**config.mk**
```make
export PLATFORM = sky130hd
export DESIGN_NAME = pt_walker
export DESIGN_NICKNAME = d
export VERILOG_FILES = /design/src/rtl/pt_walker_pkg.sv /design/src/rtl/pt_addr_gen.sv /design/src/rtl/pt_access_check.sv /design/src/rtl/pt_walker.sv
export SDC_FILE = /design/constraint.sdc
export NUM_CORES = 1
export LEC_CHECK = 0
export BUFFER_PORTS_ARGS = -buffer_cell sky130_fd_sc_hd__buf_2
export CAP_MARGIN = 20
export CORE_ASPECT_RATIO = 1.1
export CORE_MARGIN = 10
export CORE_UTILIZATION = 52
export DETAILED_ROUTE_END_ITERATION = 6
export GPL_ROUTABILITY_DRIVEN = 0
export PLACE_DENSITY_LB_ADDON = 0.3
export SLEW_MARGIN = 5
export SYNTH_ARGS = -nofsm -noshare
export SYNTH_HDL_FRONTEND = slang
export SYNTH_SLANG_ARGS = --single-unit
```
**constraint.sdc**
```tcl
create_clock -name clk -period 2.4 [get_ports clk]
set_clock_uncertainty 0.1 [all_clocks]
set_input_delay 0.12 -clock clk [delete_from_list [all_inputs] [get_ports clk]]
set_output_delay 0.12 -clock clk [all_outputs]
set_load 0.02 [all_outputs]
```
**src/rtl/pt_walker_pkg.sv**
```systemverilog
// Shared definitions for the page table walker: walk states, fault codes
// and the bit positions of the flag field in a table entry.
package pt_walker_pkg;

    typedef enum logic [2:0] {
        ST_IDLE,
        ST_L1_READ,
        ST_L2_READ,
        ST_UPDATE,
        ST_DONE
    } walk_state_t;

    typedef enum logic [1:0] {
        FLT_NONE = 2'd0,
        FLT_PAGE = 2'd1,
        FLT_PROT = 2'd2
    } fault_t;

    localparam int PTE_VALID = 0;
    localparam int PTE_RD    = 1;
    localparam int PTE_WR    = 2;
    localparam int PTE_USR   = 3;
    localparam int PTE_REF   = 4;
    localparam int PTE_MOD   = 5;

endpackage

```
**src/rtl/pt_addr_gen.sv**
```systemverilog
// Forms the byte address of a page table entry.
// First level: table frame from the base input, indexed by the upper VPN half.
// Second level: table frame from the first-level entry, indexed by the lower half.
// Assumes one table fills exactly one page, so OFF_W - IDX_W bits of byte
// select remain below the index.
module pt_addr_gen #(
    parameter int ADDR_W = 32,
    parameter int OFF_W  = 12
) (
    input  logic [ADDR_W-OFF_W-1:0] base_frame,
    input  logic [ADDR_W-OFF_W-1:0] vpn,
    input  logic [ADDR_W-OFF_W-1:0] l1_frame,
    input  logic                    use_l2,
    output logic [ADDR_W-1:0]       entry_addr
);
    localparam int FRAME_W = ADDR_W - OFF_W;
    localparam int IDX_W   = FRAME_W / 2;
    localparam int SLOT_W  = OFF_W - IDX_W;

    // Select the table frame and index for the current level.
    always_comb begin
        if (use_l2) begin
            entry_addr = {l1_frame, vpn[IDX_W-1:0], {SLOT_W{1'b0}}};
        end else begin
            entry_addr = {base_frame, vpn[FRAME_W-1 -: IDX_W], {SLOT_W{1'b0}}};
        end
    end

endmodule

```
**src/rtl/pt_access_check.sv**
```systemverilog
// Judges a leaf entry against the requested access and builds the entry
// with its referenced/modified flags set.
// Assumes the valid bit is tested separately by the caller.
module pt_access_check #(
    parameter int PTE_W = 32
) (
    input  logic [PTE_W-1:0] pte,
    input  logic             is_write,
    input  logic             is_user,
    output logic             allowed,
    output logic [PTE_W-1:0] pte_upd,
    output logic             changed
);
    import pt_walker_pkg::*;

    // Permission test: the kind-specific right, plus the user right for user accesses.
    always_comb begin
        allowed = (is_write ? pte[PTE_WR] : pte[PTE_RD]) && (!is_user || pte[PTE_USR]);
    end

    // Status update and detection of whether it alters the stored entry.
    always_comb begin
        pte_upd          = pte;
        pte_upd[PTE_REF] = 1'b1;
        if (is_write) begin
            pte_upd[PTE_MOD] = 1'b1;
        end
        changed = (pte_upd != pte);
    end

endmodule

```
**src/rtl/pt_walker.sv**
```systemverilog
// Two-level page table walker. Takes one translation at a time, reads the
// first-level and leaf entries over a request/acknowledge memory port,
// checks validity and rights, and stores the leaf back only when its
// referenced/modified flags change.
// Assumes memory holds mem_rdata valid in the cycle mem_ack is high, and
// that mem_ack is a single-cycle answer to a held mem_req.
module pt_walker #(
    parameter int ADDR_W = 32,
    parameter int OFF_W  = 12
) (
    input  logic                    clk,
    input  logic                    rst_n,
    input  logic [ADDR_W-OFF_W-1:0] pt_base_frame,
    input  logic                    req_valid,
    input  logic [ADDR_W-1:0]       req_vaddr,
    input  logic                    req_write,
    input  logic                    req_user,
    output logic                    busy,
    output logic                    resp_valid,
    output logic [ADDR_W-1:0]       resp_paddr,
    output logic [1:0]              resp_fault,
    output logic                    mem_req,
    output logic                    mem_we,
    output logic [ADDR_W-1:0]       mem_addr,
    output logic [ADDR_W-1:0]       mem_wdata,
    input  logic [ADDR_W-1:0]       mem_rdata,
    input  logic                    mem_ack
);
    import pt_walker_pkg::*;

    localparam int FRAME_W = ADDR_W - OFF_W;

    walk_state_t          state;
    logic [ADDR_W-1:0]    vaddr_q;
    logic                 write_q;
    logic                 user_q;
    logic [FRAME_W-1:0]   l1_frame_q;
    logic [ADDR_W-1:0]    pte_q;
    logic [ADDR_W-1:0]    paddr_q;
    fault_t               fault_q;

    logic                 leaf_ok;
    logic [ADDR_W-1:0]    leaf_upd;
    logic                 leaf_changed;

    pt_addr_gen #(.ADDR_W(ADDR_W), .OFF_W(OFF_W)) u_addr (
        .base_frame (pt_base_frame),
        .vpn        (vaddr_q[ADDR_W-1:OFF_W]),
        .l1_frame   (l1_frame_q),
        .use_l2     (state != ST_L1_READ),
        .entry_addr (mem_addr)
    );

    pt_access_check #(.PTE_W(ADDR_W)) u_check (
        .pte      (mem_rdata),
        .is_write (write_q),
        .is_user  (user_q),
        .allowed  (leaf_ok),
        .pte_upd  (leaf_upd),
        .changed  (leaf_changed)
    );

    // Output decode from the walk state.
    always_comb begin
        busy       = (state != ST_IDLE);
        resp_valid = (state == ST_DONE);
        mem_req    = (state == ST_L1_READ) || (state == ST_L2_READ) || (state == ST_UPDATE);
        mem_we     = (state == ST_UPDATE);
        mem_wdata  = pte_q;
        resp_paddr = paddr_q;
        resp_fault = fault_q;
    end

    // Walk sequencer: accept, read both levels, judge, optionally store back, respond.
    always_ff @(posedge clk) begin
        if (!rst_n) begin
            state      <= ST_IDLE;
            vaddr_q    <= '0;
            write_q    <= 1'b0;
            user_q     <= 1'b0;
            l1_frame_q <= '0;
            pte_q      <= '0;
            paddr_q    <= '0;
            fault_q    <= FLT_NONE;
        end else begin
            case (state)
                ST_IDLE: begin
                    if (req_valid) begin
                        vaddr_q <= req_vaddr;
                        write_q <= req_write;
                        user_q  <= req_user;
                        paddr_q <= '0;
                        fault_q <= FLT_NONE;
                        state   <= ST_L1_READ;
                    end
                end
                ST_L1_READ: begin
                    if (mem_ack) begin
                        if (!mem_rdata[PTE_VALID]) begin
                            fault_q <= FLT_PAGE;
                            state   <= ST_DONE;
                        end else begin
                            l1_frame_q <= mem_rdata[ADDR_W-1:OFF_W];
                            state      <= ST_L2_READ;
                        end
                    end
                end
                ST_L2_READ: begin
                    if (mem_ack) begin
                        if (!mem_rdata[PTE_VALID]) begin
                            fault_q <= FLT_PAGE;
                            state   <= ST_DONE;
                        end else if (!leaf_ok) begin
                            fault_q <= FLT_PROT;
                            state   <= ST_DONE;
                        end else begin
                            paddr_q <= {mem_rdata[ADDR_W-1:OFF_W], vaddr_q[OFF_W-1:0]};
                            pte_q   <= leaf_upd;
                            state   <= leaf_changed ? ST_UPDATE : ST_DONE;
                        end
                    end
                end
                ST_UPDATE: begin
                    if (mem_ack) begin
                        state <= ST_DONE;
                    end
                end
                ST_DONE: begin
                    state <= ST_IDLE;
                end
                default: begin
                    state <= ST_IDLE;
                end
            endcase
        end
    end

    AST_OFFSET_KEPT: assert property (@(posedge clk) disable iff (!rst_n)
        (resp_valid && resp_fault == 2'd0) |-> resp_paddr[OFF_W-1:0] == vaddr_q[OFF_W-1:0]);
    AST_FAULT_ZERO_ADDR: assert property (@(posedge clk) disable iff (!rst_n)
        (resp_valid && resp_fault != 2'd0) |-> resp_paddr == '0);
    AST_WB_REF_SET: assert property (@(posedge clk) disable iff (!rst_n)
        (mem_req && mem_we) |-> (mem_wdata[PTE_REF] && mem_wdata[PTE_VALID]));
    AST_WB_MOD_ON_WRITE: assert property (@(posedge clk) disable iff (!rst_n)
        (mem_req && mem_we && write_q) |-> mem_wdata[PTE_MOD]);
    AST_RESP_PULSE: assert property (@(posedge clk) disable iff (!rst_n)
        resp_valid |=> !resp_valid);
    AST_ACCEPT_BUSY: assert property (@(posedge clk) disable iff (!rst_n)
        (!busy && req_valid) |=> busy);
    AST_MEM_HOLD: assert property (@(posedge clk) disable iff (!rst_n)
        (mem_req && !mem_ack) |=> (mem_req && $stable(mem_addr) && $stable(mem_we) && $stable(mem_wdata)));
    AST_RESET_QUIET: assert property (@(posedge clk)
        !rst_n |=> (!busy && !resp_valid && !mem_req));

endmodule

```
==> run_results.csv <==
group,metric,value,unit
global_routing,track_usage,22.96,%
clocking,cts.sinks,122,
logic_synthesis,synth_most_common_cell,"nand2_1",
logic_synthesis,synth_area_per_cell,8.289,sq um
die,die_y,120.5,um
place,dp_hpwl,10380,um
setup_path,setup.worst_path.end_class,"output pin",
min_path,holdPathStages,5,
setup_path,worst-path-buf-inv,2,
min_path,hold_class,"input pin to flip-flop",
logic_synthesis,netlist_area,4775,sq um
logic_synthesis,ys_ff_latch,122,
layout,drive_above_1_share,32.33,%
sta,tns,0,ns
pwr,power_density,752.6,nW/um^2
setup_path,crit_required,2.18,ns
logic_synthesis,yosysWarnings,0,
setup_path,reg2reg_to,"state[0]",
sta,setup_slack,0.1214,ns
layout,final_cells,948,
die,die_area,13420,sq um
pwr,total_leakage_power,3.103,nW
sta,fmax,0.4389,GHz
setup_path,cpPeakStageDelay,0.40,ns
setup_path,crit_type,"flip-flop to output pin",
clocking,cts_buffers,17,
min_path,worstHoldStart,"mem_rdata[4]",
global_routing,grt_pass1_wl,25320,um
sta,fin_crit_sh,94.94,%
outcome,run_status,"finished clean",
route,wl_met1,6059,um
setup_path,rr_startpoint,"write_q",
setup_path,cp_max_fo,18,
die,num_rows,36,
setup_path,crit_chain,"nand2b_1 > nor2_4 > buf_6 > mux2_2 > buf_2",
route,dr.pass1.iters,4,
logic_synthesis,synth.area.top_cells,"dfxtp_1 51%, nand2_1 16%, a21oi_1 12%",
setup_path,arrival,2.06,ns
sta,hold_violations,0,
route,drt_iter0_markers,324,
pwr,peakVddDrop,0.4942,mV
sta,slew_viol_final,0,
route,wl_per_cell,16.81,um
die,start_util,53.54,%
global_routing,overflow,0,
route,drc,0,
logic_synthesis,netlist_top_cells_count,"202 x nand2_1, 122 x dfxtp_1, 111 x a21oi_1",
clocking,cts_buffer_depth,2,
place,placed_cells,846,
clocking,clk_pin_slew_worst_paths,0.05,ns
logic_synthesis,ys_seq_area_share,51.15,%
clocking,cts_root_buf,"clkbuf_8",
sta,worst_pin_slew,0.8921,ns
sta,slew_headroom,40.31,%
clocking,cts_tree,"built",
global_routing,grt_pass1_vias,5086,
logic_synthesis,ys_async_sr_fraction,0,%
sta,hold_ws,0.03669,ns
sta,rsz0062_at_grt,"no",
route,num_vias,4887,
die,core,8919,sq um
route,antenna_left,0,
route,avgViaCountPerCell,5.155,
run,max_cap_violations,0,
logic_synthesis,yosysTopAreaCell,"dfxtp_1",
setup_path,reg2reg_depth,6,
global_routing,antenna_found_initial,2,
min_path,whs_endpoint,"state[1]",
clocking,h-tree-depth,4,
die,io_pins,192,
route,postRouteWirelength,15940,um
global_routing,grt_max_degree,69,
route,met2_wirelength,8161,um
place,dp_slack,0.4335,ns
sta,setup_violations,0,
setup_path,setup.worst_path.start_class,"flip-flop",
place,port_buffers,189,
clocking,post_cts_buffers,0,
logic_synthesis,synth_top_area_share,51.15,%
clocking,clk_latency,0.51,ns
sta,fin_crit,2.279,ns
layout,syn_to_final_growth,46.44,%
die,die_w,111.4,um
route,met3_length,1306,um
setup_path,r2r_slack,0.30,ns
layout,finalNetCount,909,
setup_path,critPathSlowestCell,"dfxtp_1",
logic_synthesis,synth-edff-count,0,
logic_synthesis,synth.distinct_cells,34,
logic_synthesis,synthFlopType,"dfxtp_1",
logic_synthesis,synthCells,576,
setup_path,critPathTopFamily,"flip-flops",
route,top_layer,"met4",
## routing by layer
metal / vias to the layer above / track usage, %
li1: 2386 / -
met1: 2274 / 23.95
met2: 197 / 39.96
met3: 30 / 8.853
met4: 0 / 10.93
met5: - / 0
## placed cells by master (no fill, tap or decap), types with 2 or more instances in the layout
master	Yosys	layout
nand2_1	202	202
buf_2	6	189
dfxtp_1	122	121
a21oi_1	111	111
dlygate4sd3_1	0	68
mux2_2	30	30
clkbuf_16	0	16
nand3_1	15	15
nor2_1	12	11
buf_4	11	9
a21oi_2	5	5
clkbuf_8	0	5
nand2b_1	4	4
nor3_1	4	4
clkinv_2	0	4
clkbuf_1	22	4
inv_1	4	3
bufinv_16	0	3
diode_2	0	2
and2_1	2	2
nor2b_1	2	2
o21a_1	2	2
conb_1	1	2
## final cells by class
cell class                      count  area (sq um)
Timing Repair Buffer              268          1725
Tap cell                          114         142.6
Antenna cell                        2         5.005
Inverter                            4         16.27
Fill cell                         609          1927
Sequential cell                   122          2444
Multi-Input combinational cell    406          2062
Clock inverter                      7         112.6
Clock buffer                       25         484.2
## stage by stage
stage,area (sq um),util (%),power [mW]
floorplan,4778,-,2.492
global placement,5704,63.96,2.657
detailed placement,5704,63.96,2.670
CTS,6985,78.32,5.285
global route,6992,78.40,5.448
finish,6992,78.40,5.262
## cell families (layout without fill, tap and decap cells)
group | after synthesis | after routing | synth area share, %
AND/OR/NAND/NOR | 248 | 248 | 21.38
AO/OA/AOI/OAI | 124 | 124 | 13.89
flip-flops | 122 | 122 | 51.15
buffers and inverters | 49 | 304 | 5.896
multiplexers | 32 | 32 | 7.599
other | 1 | 4 | 0.07854
## registers in the layout, indices dropped and copies added, names as in the netlist
| register | cells |
|---|---|
| l1_frame_q | 20 |
| mem_wdata | 31 |
| resp_fault | 2 |
| resp_paddr | 32 |
| state | 3 |
| user_q | 1 |
| vaddr_q | 32 |
| write_q | 1 |
## worst max-delay path by stage
stage | startpoint | endpoint | slack [ns] | depth (start not counted)
2_1_floorplan | state[1] | mem_addr[10] | 0.81 | 5
3_3_place_gp | state[0] | resp_paddr[17] | 0.52 | 5
3_5_place_dp | state[0] | resp_paddr[26] | 0.43 | 5
4_1_cts | state[0] | mem_addr[12] | 0.06 | 5
5_1_grt | state[1] | mem_addr[13] | 0.006 | 5
6_report | state[1] | mem_addr[8] | 0.12 | 5
## what timing repair did
action / 4_1_cts / 5_1_grt
pin swaps: 0 / 0
endpoints found under the hold margin: 108 / 0
setup endpoints to repair: 4 / 30
resized for setup: 1 / 1
hold buffers: 68 / 0
gates cloned: 0 / 0
## where the power goes
part	switching (mW)	internal, mW
sequential	0.0346	2.08
combinational	0.342	0.274
clock	0.843	1.69
total	1.22	4.04
## tightest hold or removal path: stages
cell    delay [ns]
buf_2         0.10
a21o_1        0.11
o21a_1        0.13
o21a_1        0.11
nor2_1        0.03
(Power assumes the default switching activity.)
